--- config.mk ---
export PLATFORM = sky130hd
export DESIGN_NAME = rxq_top
export DESIGN_NICKNAME = d
export VERILOG_FILES = /design/src/rtl/rxq_pkg.sv /design/src/rtl/rxq_cfg.sv /design/src/rtl/rxq_store.sv /design/src/rtl/rxq_stale_timer.sv /design/src/rtl/rxq_top.sv
export SDC_FILE = /design/constraint.sdc
export NUM_CORES = 1
export LEC_CHECK = 0
export BUFFER_PORTS_ARGS = -buffer_cell sky130_fd_sc_hd__buf_2
export CAP_MARGIN = 20
export CORE_UTILIZATION = 49
export CTS_BUF_LIST = sky130_fd_sc_hd__clkbuf_8 sky130_fd_sc_hd__clkbuf_16
export CTS_CLUSTER_SIZE = 40
export DETAILED_ROUTE_END_ITERATION = 7
export PLACE_DENSITY = 0.79
export SYNTH_ARGS = -nofsm -noshare
export SYNTH_HDL_FRONTEND = slang
export SYNTH_HIERARCHICAL = 1
export SYNTH_SLANG_ARGS = --single-unit
--- constraint.sdc ---
create_clock -name clk -period 2.6 [get_ports clk]
set_input_delay 0.39 -clock clk [delete_from_list [all_inputs] [get_ports clk]]
set_output_delay 0.39 -clock clk [all_outputs]
set_load 0.02 [all_outputs]
--- src/rtl/rxq_pkg.sv ---
package rxq_pkg;

  // Control word field positions
  localparam int unsigned CTL_QMODE_BIT = 0;
  localparam int unsigned CTL_FLUSH_BIT = 1;
  localparam int unsigned CTL_TRIG_LSB  = 6;
  localparam int unsigned CTL_TRIG_MSB  = 7;

  typedef enum logic [1:0] {
    TRIG_ONE     = 2'b00,
    TRIG_QUARTER = 2'b01,
    TRIG_HALF    = 2'b10,
    TRIG_NEAR    = 2'b11
  } trig_sel_e;

  typedef struct packed {
    logic      qmode;
    trig_sel_e trig;
  } rxq_cfg_t;

  // Threshold in bytes for a given selection and store depth
  function automatic int unsigned trig_bytes(trig_sel_e sel, int unsigned depth);
    case (sel)
      TRIG_ONE:     return 1;
      TRIG_QUARTER: return depth / 4;
      TRIG_HALF:    return depth / 2;
      default:      return depth - 2;
    endcase
  endfunction

endpackage

--- src/rtl/rxq_cfg.sv ---
module rxq_cfg
  import rxq_pkg::*;
(
  input  logic       clk,
  input  logic       rst_n,
  input  logic       ctl_wr,
  input  logic [7:0] ctl_wdata,
  output rxq_cfg_t   cfg,
  output logic       flush
);

  rxq_cfg_t cfg_q, cfg_d;
  logic     unused_ctl_bits;

  assign unused_ctl_bits = ^ctl_wdata[5:2];

  always_comb begin
    cfg_d = cfg_q;
    if (ctl_wr) begin
      cfg_d.qmode = ctl_wdata[CTL_QMODE_BIT];
      cfg_d.trig  = trig_sel_e'(ctl_wdata[CTL_TRIG_MSB:CTL_TRIG_LSB]);
    end
  end

  assign flush = ctl_wr &
                 (ctl_wdata[CTL_FLUSH_BIT] | (ctl_wdata[CTL_QMODE_BIT] != cfg_q.qmode));

  always_ff @(posedge clk or negedge rst_n) begin
    if (!rst_n) begin
      cfg_q <= '{qmode: 1'b0, trig: TRIG_ONE};
    end else if (ctl_wr) begin
      cfg_q <= cfg_d;
    end
  end

  assign cfg = cfg_q;

endmodule

--- src/rtl/rxq_store.sv ---
module rxq_store #(
  parameter int unsigned DEPTH = 16,
  parameter int unsigned WIDTH = 8,
  localparam int unsigned AW = $clog2(DEPTH),
  localparam int unsigned CW = $clog2(DEPTH + 1)
) (
  input  logic             clk,
  input  logic             rst_n,
  input  logic             flush,
  input  logic             cap_one,
  input  logic             push,
  input  logic [WIDTH-1:0] push_data,
  input  logic             pop,
  output logic [WIDTH-1:0] head_data,
  output logic [CW-1:0]    count,
  output logic             push_ok,
  output logic             pop_ok,
  output logic             drop
);

  logic [WIDTH-1:0] mem_q [DEPTH];
  logic [AW-1:0]    wr_ptr_q, wr_ptr_d;
  logic [AW-1:0]    rd_ptr_q, rd_ptr_d;
  logic [CW-1:0]    cnt_q, cnt_d;
  logic [CW-1:0]    cap;
  logic             full, empty;

  assign cap   = cap_one ? CW'(1) : CW'(DEPTH);
  assign empty = (cnt_q == '0);
  assign full  = (cnt_q >= cap);

  assign pop_ok  = pop & ~empty & ~flush;
  assign push_ok = push & ~flush & (~full | pop_ok);
  assign drop    = push & ~flush & ~push_ok;

  always_comb begin
    wr_ptr_d = wr_ptr_q;
    rd_ptr_d = rd_ptr_q;
    cnt_d    = cnt_q;
    if (flush) begin
      wr_ptr_d = '0;
      rd_ptr_d = '0;
      cnt_d    = '0;
    end else begin
      if (push_ok) wr_ptr_d = wr_ptr_q + AW'(1);
      if (pop_ok)  rd_ptr_d = rd_ptr_q + AW'(1);
      cnt_d = cnt_q + CW'(push_ok) - CW'(pop_ok);
    end
  end

  always_ff @(posedge clk or negedge rst_n) begin
    if (!rst_n) begin
      wr_ptr_q <= '0;
      rd_ptr_q <= '0;
      cnt_q    <= '0;
    end else begin
      wr_ptr_q <= wr_ptr_d;
      rd_ptr_q <= rd_ptr_d;
      cnt_q    <= cnt_d;
    end
  end

  // Storage array: no reset, written only on accepted loads
  always_ff @(posedge clk) begin
    if (push_ok) begin
      mem_q[wr_ptr_q] <= push_data;
    end
  end

  assign head_data = empty ? '0 : mem_q[rd_ptr_q];
  assign count     = cnt_q;

endmodule

--- src/rtl/rxq_stale_timer.sv ---
module rxq_stale_timer #(
  parameter int unsigned LIMIT = 640,
  localparam int unsigned TW = $clog2(LIMIT + 1)
) (
  input  logic clk,
  input  logic rst_n,
  input  logic tick,
  input  logic restart,
  input  logic idle,
  output logic expired
);

  logic [TW-1:0] cnt_q, cnt_d;
  logic          at_limit;

  assign at_limit = (cnt_q == TW'(LIMIT));

  always_comb begin
    cnt_d = cnt_q;
    if (restart || idle) begin
      cnt_d = '0;
    end else if (tick && !at_limit) begin
      cnt_d = cnt_q + TW'(1);
    end
  end

  always_ff @(posedge clk or negedge rst_n) begin
    if (!rst_n) begin
      cnt_q <= '0;
    end else begin
      cnt_q <= cnt_d;
    end
  end

  assign expired = at_limit;

endmodule

--- src/rtl/rxq_top.sv ---
module rxq_top
  import rxq_pkg::*;
#(
  parameter int unsigned DEPTH      = 16,
  parameter int unsigned WIDTH      = 8,
  parameter int unsigned TO_CHARS   = 4,
  parameter int unsigned OVERSAMPLE = 16,
  parameter int unsigned CHAR_BITS  = 10
) (
  input  logic             clk,
  input  logic             rst_n,
  input  logic             ctl_wr,
  input  logic [7:0]       ctl_wdata,
  input  logic             rx_vld,
  input  logic [WIDTH-1:0] rx_byte,
  input  logic             baud_tick,
  input  logic             rd_pop,
  output logic [WIDTH-1:0] rd_byte,
  output logic             rd_ready,
  output logic             irq_level,
  output logic             irq_stale,
  output logic             ovr_flag
);

  localparam int unsigned CW        = $clog2(DEPTH + 1);
  localparam int unsigned TO_TICKS  = TO_CHARS * OVERSAMPLE * CHAR_BITS;
  localparam int unsigned LVL_ONE   = trig_bytes(TRIG_ONE, DEPTH);
  localparam int unsigned LVL_QTR   = trig_bytes(TRIG_QUARTER, DEPTH);
  localparam int unsigned LVL_HALF  = trig_bytes(TRIG_HALF, DEPTH);
  localparam int unsigned LVL_NEAR  = trig_bytes(TRIG_NEAR, DEPTH);

  rxq_cfg_t      cfg;
  logic          flush;
  logic [CW-1:0] count;
  logic          push_ok, pop_ok, drop;
  logic [CW-1:0] lvl_sel;
  logic          ovr_q, ovr_d;

  rxq_cfg u_cfg (
    .clk       (clk),
    .rst_n     (rst_n),
    .ctl_wr    (ctl_wr),
    .ctl_wdata (ctl_wdata),
    .cfg       (cfg),
    .flush     (flush)
  );

  rxq_store #(
    .DEPTH (DEPTH),
    .WIDTH (WIDTH)
  ) u_store (
    .clk       (clk),
    .rst_n     (rst_n),
    .flush     (flush),
    .cap_one   (~cfg.qmode),
    .push      (rx_vld),
    .push_data (rx_byte),
    .pop       (rd_pop),
    .head_data (rd_byte),
    .count     (count),
    .push_ok   (push_ok),
    .pop_ok    (pop_ok),
    .drop      (drop)
  );

  rxq_stale_timer #(
    .LIMIT (TO_TICKS)
  ) u_timer (
    .clk     (clk),
    .rst_n   (rst_n),
    .tick    (baud_tick),
    .restart (push_ok | pop_ok | flush),
    .idle    (count == '0),
    .expired (irq_stale)
  );

  always_comb begin
    if (!cfg.qmode) begin
      lvl_sel = CW'(LVL_ONE);
    end else begin
      unique case (cfg.trig)
        TRIG_ONE:     lvl_sel = CW'(LVL_ONE);
        TRIG_QUARTER: lvl_sel = CW'(LVL_QTR);
        TRIG_HALF:    lvl_sel = CW'(LVL_HALF);
        default:      lvl_sel = CW'(LVL_NEAR);
      endcase
    end
  end

  assign irq_level = (count >= lvl_sel);
  assign rd_ready  = (count != '0);

  always_comb begin
    ovr_d = ovr_q;
    if (flush)     ovr_d = 1'b0;
    else if (drop) ovr_d = 1'b1;
  end

  always_ff @(posedge clk or negedge rst_n) begin
    if (!rst_n) begin
      ovr_q <= 1'b0;
    end else begin
      ovr_q <= ovr_d;
    end
  end

  assign ovr_flag = ovr_q;

endmodule

[Word-level counts from Yosys, hierarchy flattened]
Memory sizes are Yosys's and may differ from the RTL's.
Cells that the tools add are included.
Word-level totals
  flip-flop bits (word level): 27
  memory bits (writable): 128
  word-level logic and storage cells: 58
  memories kept: 1
Operators by class
  add/sub/neg operators: 5
  magnitude comparators: 2
  eq/ne operators: 4
  mux-type cells: 15
  bitwise operators: 14
  reduce and logical (&&, ||, !) cells: 10
Memories
  u_store.mem_q: depth 16, bits a word 8, rd ports 1, clocked after memory_dff 0, wr ports 1, line rxq_store.sv:21  | logic [WIDTH-1:0] mem_q [DEPTH];
Operators by type and width (count)
  10-bit two-way mux: 2
  4-bit two-way mux: 4
  5-bit two-way mux: 3
  4-bit one-hot mux with 3 select lines: 1
  10-bit by 1-bit adder with 10-bit output (second input constant): 1
  10-bit equality test (second input constant): 1
  5-bit >= comparator: 2
  4-bit by 1-bit adder with 4-bit output (second input constant): 2
  8-bit two-way mux: 1
  2-bit nonzero test: 4
  1-bit AND: 6
  5-bit by 1-bit adder with 5-bit output: 1
  5-bit logical NOT: 1
  5-bit nonzero test: 1
  5-bit by 1-bit subtractor with 5-bit output: 1
  1-bit two-way mux: 4
  1-bit inverter: 4
  1-bit bitwise OR: 4
  2-bit by 1-bit equality test with 1-bit output (second input constant): 1
  2-bit equality test (second input constant): 1
  2-bit logical NOT: 1
  1-bit logical AND: 1
  1-bit logical NOT: 1
  1-bit logical OR: 1
  1-bit != test: 1

[Depth between registers and ports, before layout]
  word-level depth: 11
  mapped depth: 13
  gate-level depth less buffers: 12

[Hierarchy]
The synthesis kept the hierarchy.
By module, submodules not included
  rxq_store: times used 1, cells an instance 349, area each 5988.2 µm², seq. area each 4169.0 µm²
  rxq_stale_timer: times used 1, cells an instance 63, area each 574.3 µm², seq. area each 250.2 µm²
  rxq_top: times used 1, cells an instance 24, area each 173.9 µm², seq. area each 25.0 µm²
  rxq_cfg: times used 1, cells an instance 8, area each 125.1 µm², seq. area each 75.1 µm²

[Least setup slack after synthesis]
OpenSTA, ideal clock, no wires.
  path type: reg-to-reg
  from: register u_store.cnt_q[1] (netlist: u_store/count[1])
  to: memory u_store.mem_q[0][0] (enable)
  library setup time: 398 ps
  arrival: 2488 ps
  data required time: 2202 ps
  slack: -286 ps
  cell stages (with the launch flop): 8
  buffers on the path: 0
  path through: dfrtp_1 > inv_1 > ha_1 > nor2b_1 > o21ai_1 > a21oi_4 > or2_4 > nor4b_1
Between the ends
  word-level cells in the longest chain between the ends: 8
  elaborated cells between the ends (all ways): 10
RTL lines
  start, declared: line rxq_store.sv:24  | logic [CW-1:0] cnt_q, cnt_d;
  start signal, assigned: line rxq_store.sv:59  | cnt_q <= cnt_d;
  branches (longest 4 deep; another with 5-bit >= comparator)
  1-bit bitwise OR (*): line rxq_store.sv:33  | assign push_ok = push & ~flush & (~full | pop_ok);
  1-bit AND (*): line rxq_store.sv:33
  1-bit two-way mux (*): line rxq_store.sv:65  | if (push_ok) begin
  1-bit two-way mux (implied by the code) (*): line rxq_store.sv:66  | mem_q[wr_ptr_q] <= push_data;
  end, declared: line rxq_store.sv:21
Mark *: on every way between the ends.

[Worst setup path after layout]
  from: register u_cfg.cfg_q, in the netlist u_cfg/cfg[2]
  to: register u_store.cnt_q[4] (netlist: u_store/count[4])
Between the ends
  word-level cells in the longest chain between the ends: 10
  elaborated cells between the ends (all ways): 14
RTL lines
  start, declared: line rxq_cfg.sv:12  | rxq_cfg_t cfg_q, cfg_d;
  start signal, assigned: line rxq_cfg.sv:30  | cfg_q <= '{qmode: 1'b0, trig: TRIG_ONE};
  start signal, assigned: line rxq_cfg.sv:32  | cfg_q <= cfg_d;
  branches (longest 9 deep; another with 5-bit >= comparator)
  5-bit two-way mux (*): line rxq_store.sv:40  | if (flush) begin
  net u_store.cnt_d[4]: line rxq_store.sv:24
Mark *: on every way through the listed nets, which the timed path passes.
A chain may end at the register's enable or synchronous reset.

==> results.yml <==
routing:
  avgRoutedWirePerCell_um: 21.0
  drtIter0Drc: 426
  viasPerCell: 5.88
  ant_nets: 0
  num_vias: 4230
  wl_mm: 15.1
  dr.pass1.iters: 5
  drc_errors: 0
synthesis:
  synthArstFlopShare_pct: 17.4
  seq_area_frac_synth_pct: 65.9
  synthFlopType: "edfxtp_1"
  postSynthRegisterBits: 155
  netlist_area_sq_um: 6860
  synth_edf_count: 128
  synthCells: 444
  synthMostInstantiatedCell: "edfxtp_1"
  yosysTopAreaCell: "edfxtp_1"
  netlist.area_leader.share_pct: 56.0
  yosys_warnings: 6
  post_synth.cell_area_avg_sq_um: 15.5
  synth_cell_types: 52
  yosys-top-cells-area: "edfxtp_1, dfrtp_1, mux4_2, ha_1, mux2i_1"
  syn_nets: 487
  ys_top_cells_by_count: "edfxtp_1, dfrtp_1, mux4_2"
clock_network:
  root_buffer: "clkbuf_16"
  cts-buffers-inserted: 17
  clk_latency_ns: 0.42
  ctsLongestPathBuffers: 2
  htree_levels: 4
  cts.reportedPaths.clkPinSlew_ns: 0.06
  cts_tree: "yes"
  ctsHoldBuffers: 0
  cts.sinks: 155
die:
  dieArea_sq_um: 14500
  initial_core_util_pct: 51.0
  rows: 42
  core_area_sq_um: 13500
  die_width_um: 120
  die_h_um: 120
  io_pins: 34
placement:
  dp.cells: 671
  gp_congestion: 0.821
  dp_hpwl_mm: 9.70
  numPortBuffers: 29
min_path:
  hp-class: "primary input to async pin"
grt:
  grt_max_degree: 28
  grt_antenna_before_repair: 0
  grt-ovfl-total: 0
  grtUsageTotal_pct: 21.7
  grt_pass1_vias: 4163
  grt_pass1_wl_mm: 22.9
critical_path:
  crit_path_start_kind: "flip-flop"
  critPathMaxStageDelay_ns: 0.40
  cp_top_family: "adder cells"
  cp_data_arrival_time_ns: 2.98
  r2r_end: "u_store/count[4]"
  crit_path_start: "u_cfg/cfg[2]"
  r2r_cells: 12
  slowest_stage: "dfrtp_1"
  cp_max_fo: 4
  critPathBufInv: 1
  required_ns: 2.95
  worstReg2RegStart: "u_cfg/cfg[2]"
  cp-endpoint: "u_store/count[4]"
  path_common_cell: "a21oi_1"
  path_cells: "inv_1 -> ha_1 -> nor2b_1 -> o21ai_2 -> nand4_1 -> a21oi_1 -> ha_1 -> fa_1 -> a21oi_1 -> nor2_1 -> or3_1 -> a21oi_1"
  setup.worst_path.end_class: "flip-flop"
  critical_path_class: "flip-flop to flip-flop"
  cp.depth: 12
  r2r_slack_ns: -0.03
sta:
  finalSetupViolCount: 1
  tightest_slew_ns: 0.737
  holdWs_ns: -0.0151
  slew_viol_final: 0
  fmax_mhz: 380
  relSlewSlack_pct: 50.9
  skew_ns: 0.00957
  min_period_ns: 2.63
  fin_ws_ns: -0.0334
  fin_crit_sh_pct: 101
  rsz0062_at_grt: "true"
  tns_ns: -0.0334
  hold_viol_final: 25
run_status:
  violations: "hold timing, setup timing"
  status: "finished with violations"
final_layout:
  area_delta_synth_final_pct: 22.2
  drive_gt1_share_pct: 35.5
  multi_input_area_sq_um: 2380
  final_nets: 574
  diodes: 0
  fin_util_pct: 62.4
  nFillCells: 990
  fin_cells: 719
  regArea_sq_um: 4520
pwr:
  peakVddDrop_uv: 806
  internal_power_mw: 5.71
  switching_share_pct: 32.8
  p_per_area_nw_per_um2: 1010
  comb_power_share_pct: 38.3
  p_leak_nw: 2.99
  pwr-share-seq_pct: 35.3
  p_sw_mw: 2.79
  clockPowerShare_pct: 26.4
  power.total_mw: 8.49
flow_run:
  cap_violations: 0
[flip-flops by register name (all words and copies together), names as in the netlist]
signal            cells
ovr_flag              1
u_cfg/cfg             3
u_store/count         5
u_store/mem_q       128
u_store/rd_ptr_q      4
u_store/wr_ptr_q      4
u_timer/cnt_q        10
[cells in the final DEF (no fill, tap or decap), drive strengths merged, types with 5 or more instances in the layout]
cell and instances:
clkinv 6, ha 20, buf 86, nor2b 9, inv 22, nand3 10, a22oi 5, dfrtp 27
a211oi 11, o21ai 15, edfxtp 128, clkbuf 18, mux4 25, mux2 8, or3 7, nor3 9
a21oi 20, nor4b 5, nand2b 6, xor2 7, mux2i 10, nand4 5, nor2 22, nand2 23
[worst min-delay path by stage]
stage               cells past startpoint                   to
floorplan                               0             ovr_flag
global placement                        1  u_store/wr_ptr_q[0]
detailed placement                      1  u_store/wr_ptr_q[1]
CTS                                     1         u_cfg/cfg[0]
global route                            1     u_timer/cnt_q[1]
finish                                  1     u_store/count[2]
[worst register-to-register path, stage by stage (launching register included)]
cell     delay (ns)
dfrtp_1        0.40
inv_1          0.13
ha_1           0.21
nor2b_1        0.16
o21ai_2        0.13
nand4_1        0.13
a21oi_1        0.08
ha_1           0.23
fa_1           0.39
a21oi_1        0.16
nor2_1         0.07
or3_1          0.34
a21oi_1        0.15
[final cells by class]
cell class / count / area share, %
clock buffers: 17 / 5.07
clock inverters: 14 / 1.27
inverters: 16 / 0.716
multi-input cells: 254 / 28.4
flip-flops and latches: 155 / 53.9
well taps: 176 / 2.63
repair buffers: 87 / 8.04
[power groups by stage]
stage	clock network [mW]	logic, mW	registers (mW)
2_1_floorplan	0	1.87	3.00
3_3_place_gp	0	2.62	3.03
3_5_place_dp	0	2.71	3.05
4_1_cts	2.28	2.92	2.98
5_1_grt	2.37	3.49	3.02
6_report	2.24	3.25	3.00
[metrics by stage]
step                setup slack, ns  instance area (sq um)  hold slack, ns
floorplan                    -0.286                   6900          0.0944
CTS                         -0.0110                   8200        0.000832
detailed placement        -0.000428                   7540           0.452
global placement             0.0727                   7540           0.433
finish                      -0.0334                   8390         -0.0151
global route                 -0.119                   8390          0.0204
[kinds of logic after synthesis]
kind of cell | synth area share [%]
muxes | 11.0
buffers and inverters | 2.28
DFF | 65.9
adders and majority gates | 3.94
and+or+nand+nor | 9.57
xor gates and xnor gates | 1.15
AOI/OAI and AO/OA | 6.22
[what timing repair did]
action                                  CTS  global route
pin swaps                                 1             7
endpoints found under the setup margin   12            20
setup buffers                             5            11
gates resized for setup                  27            21
cloned                                    0             1
[metal layers]
| metal | global-route usage [%] | up-vias | routed length (um) |
|---|---|---|---|
| li1 | - | 1905 | - |
| met1 | 28.3 | 2157 | 6290 |
| met2 | 36.3 | 151 | 7740 |
| met3 | 5.19 | 17 | 852 |
| met4 | 6.17 | 0 | 227 |
| met5 | 0 | - | 0 |
(Power assumes the default switching activity.)
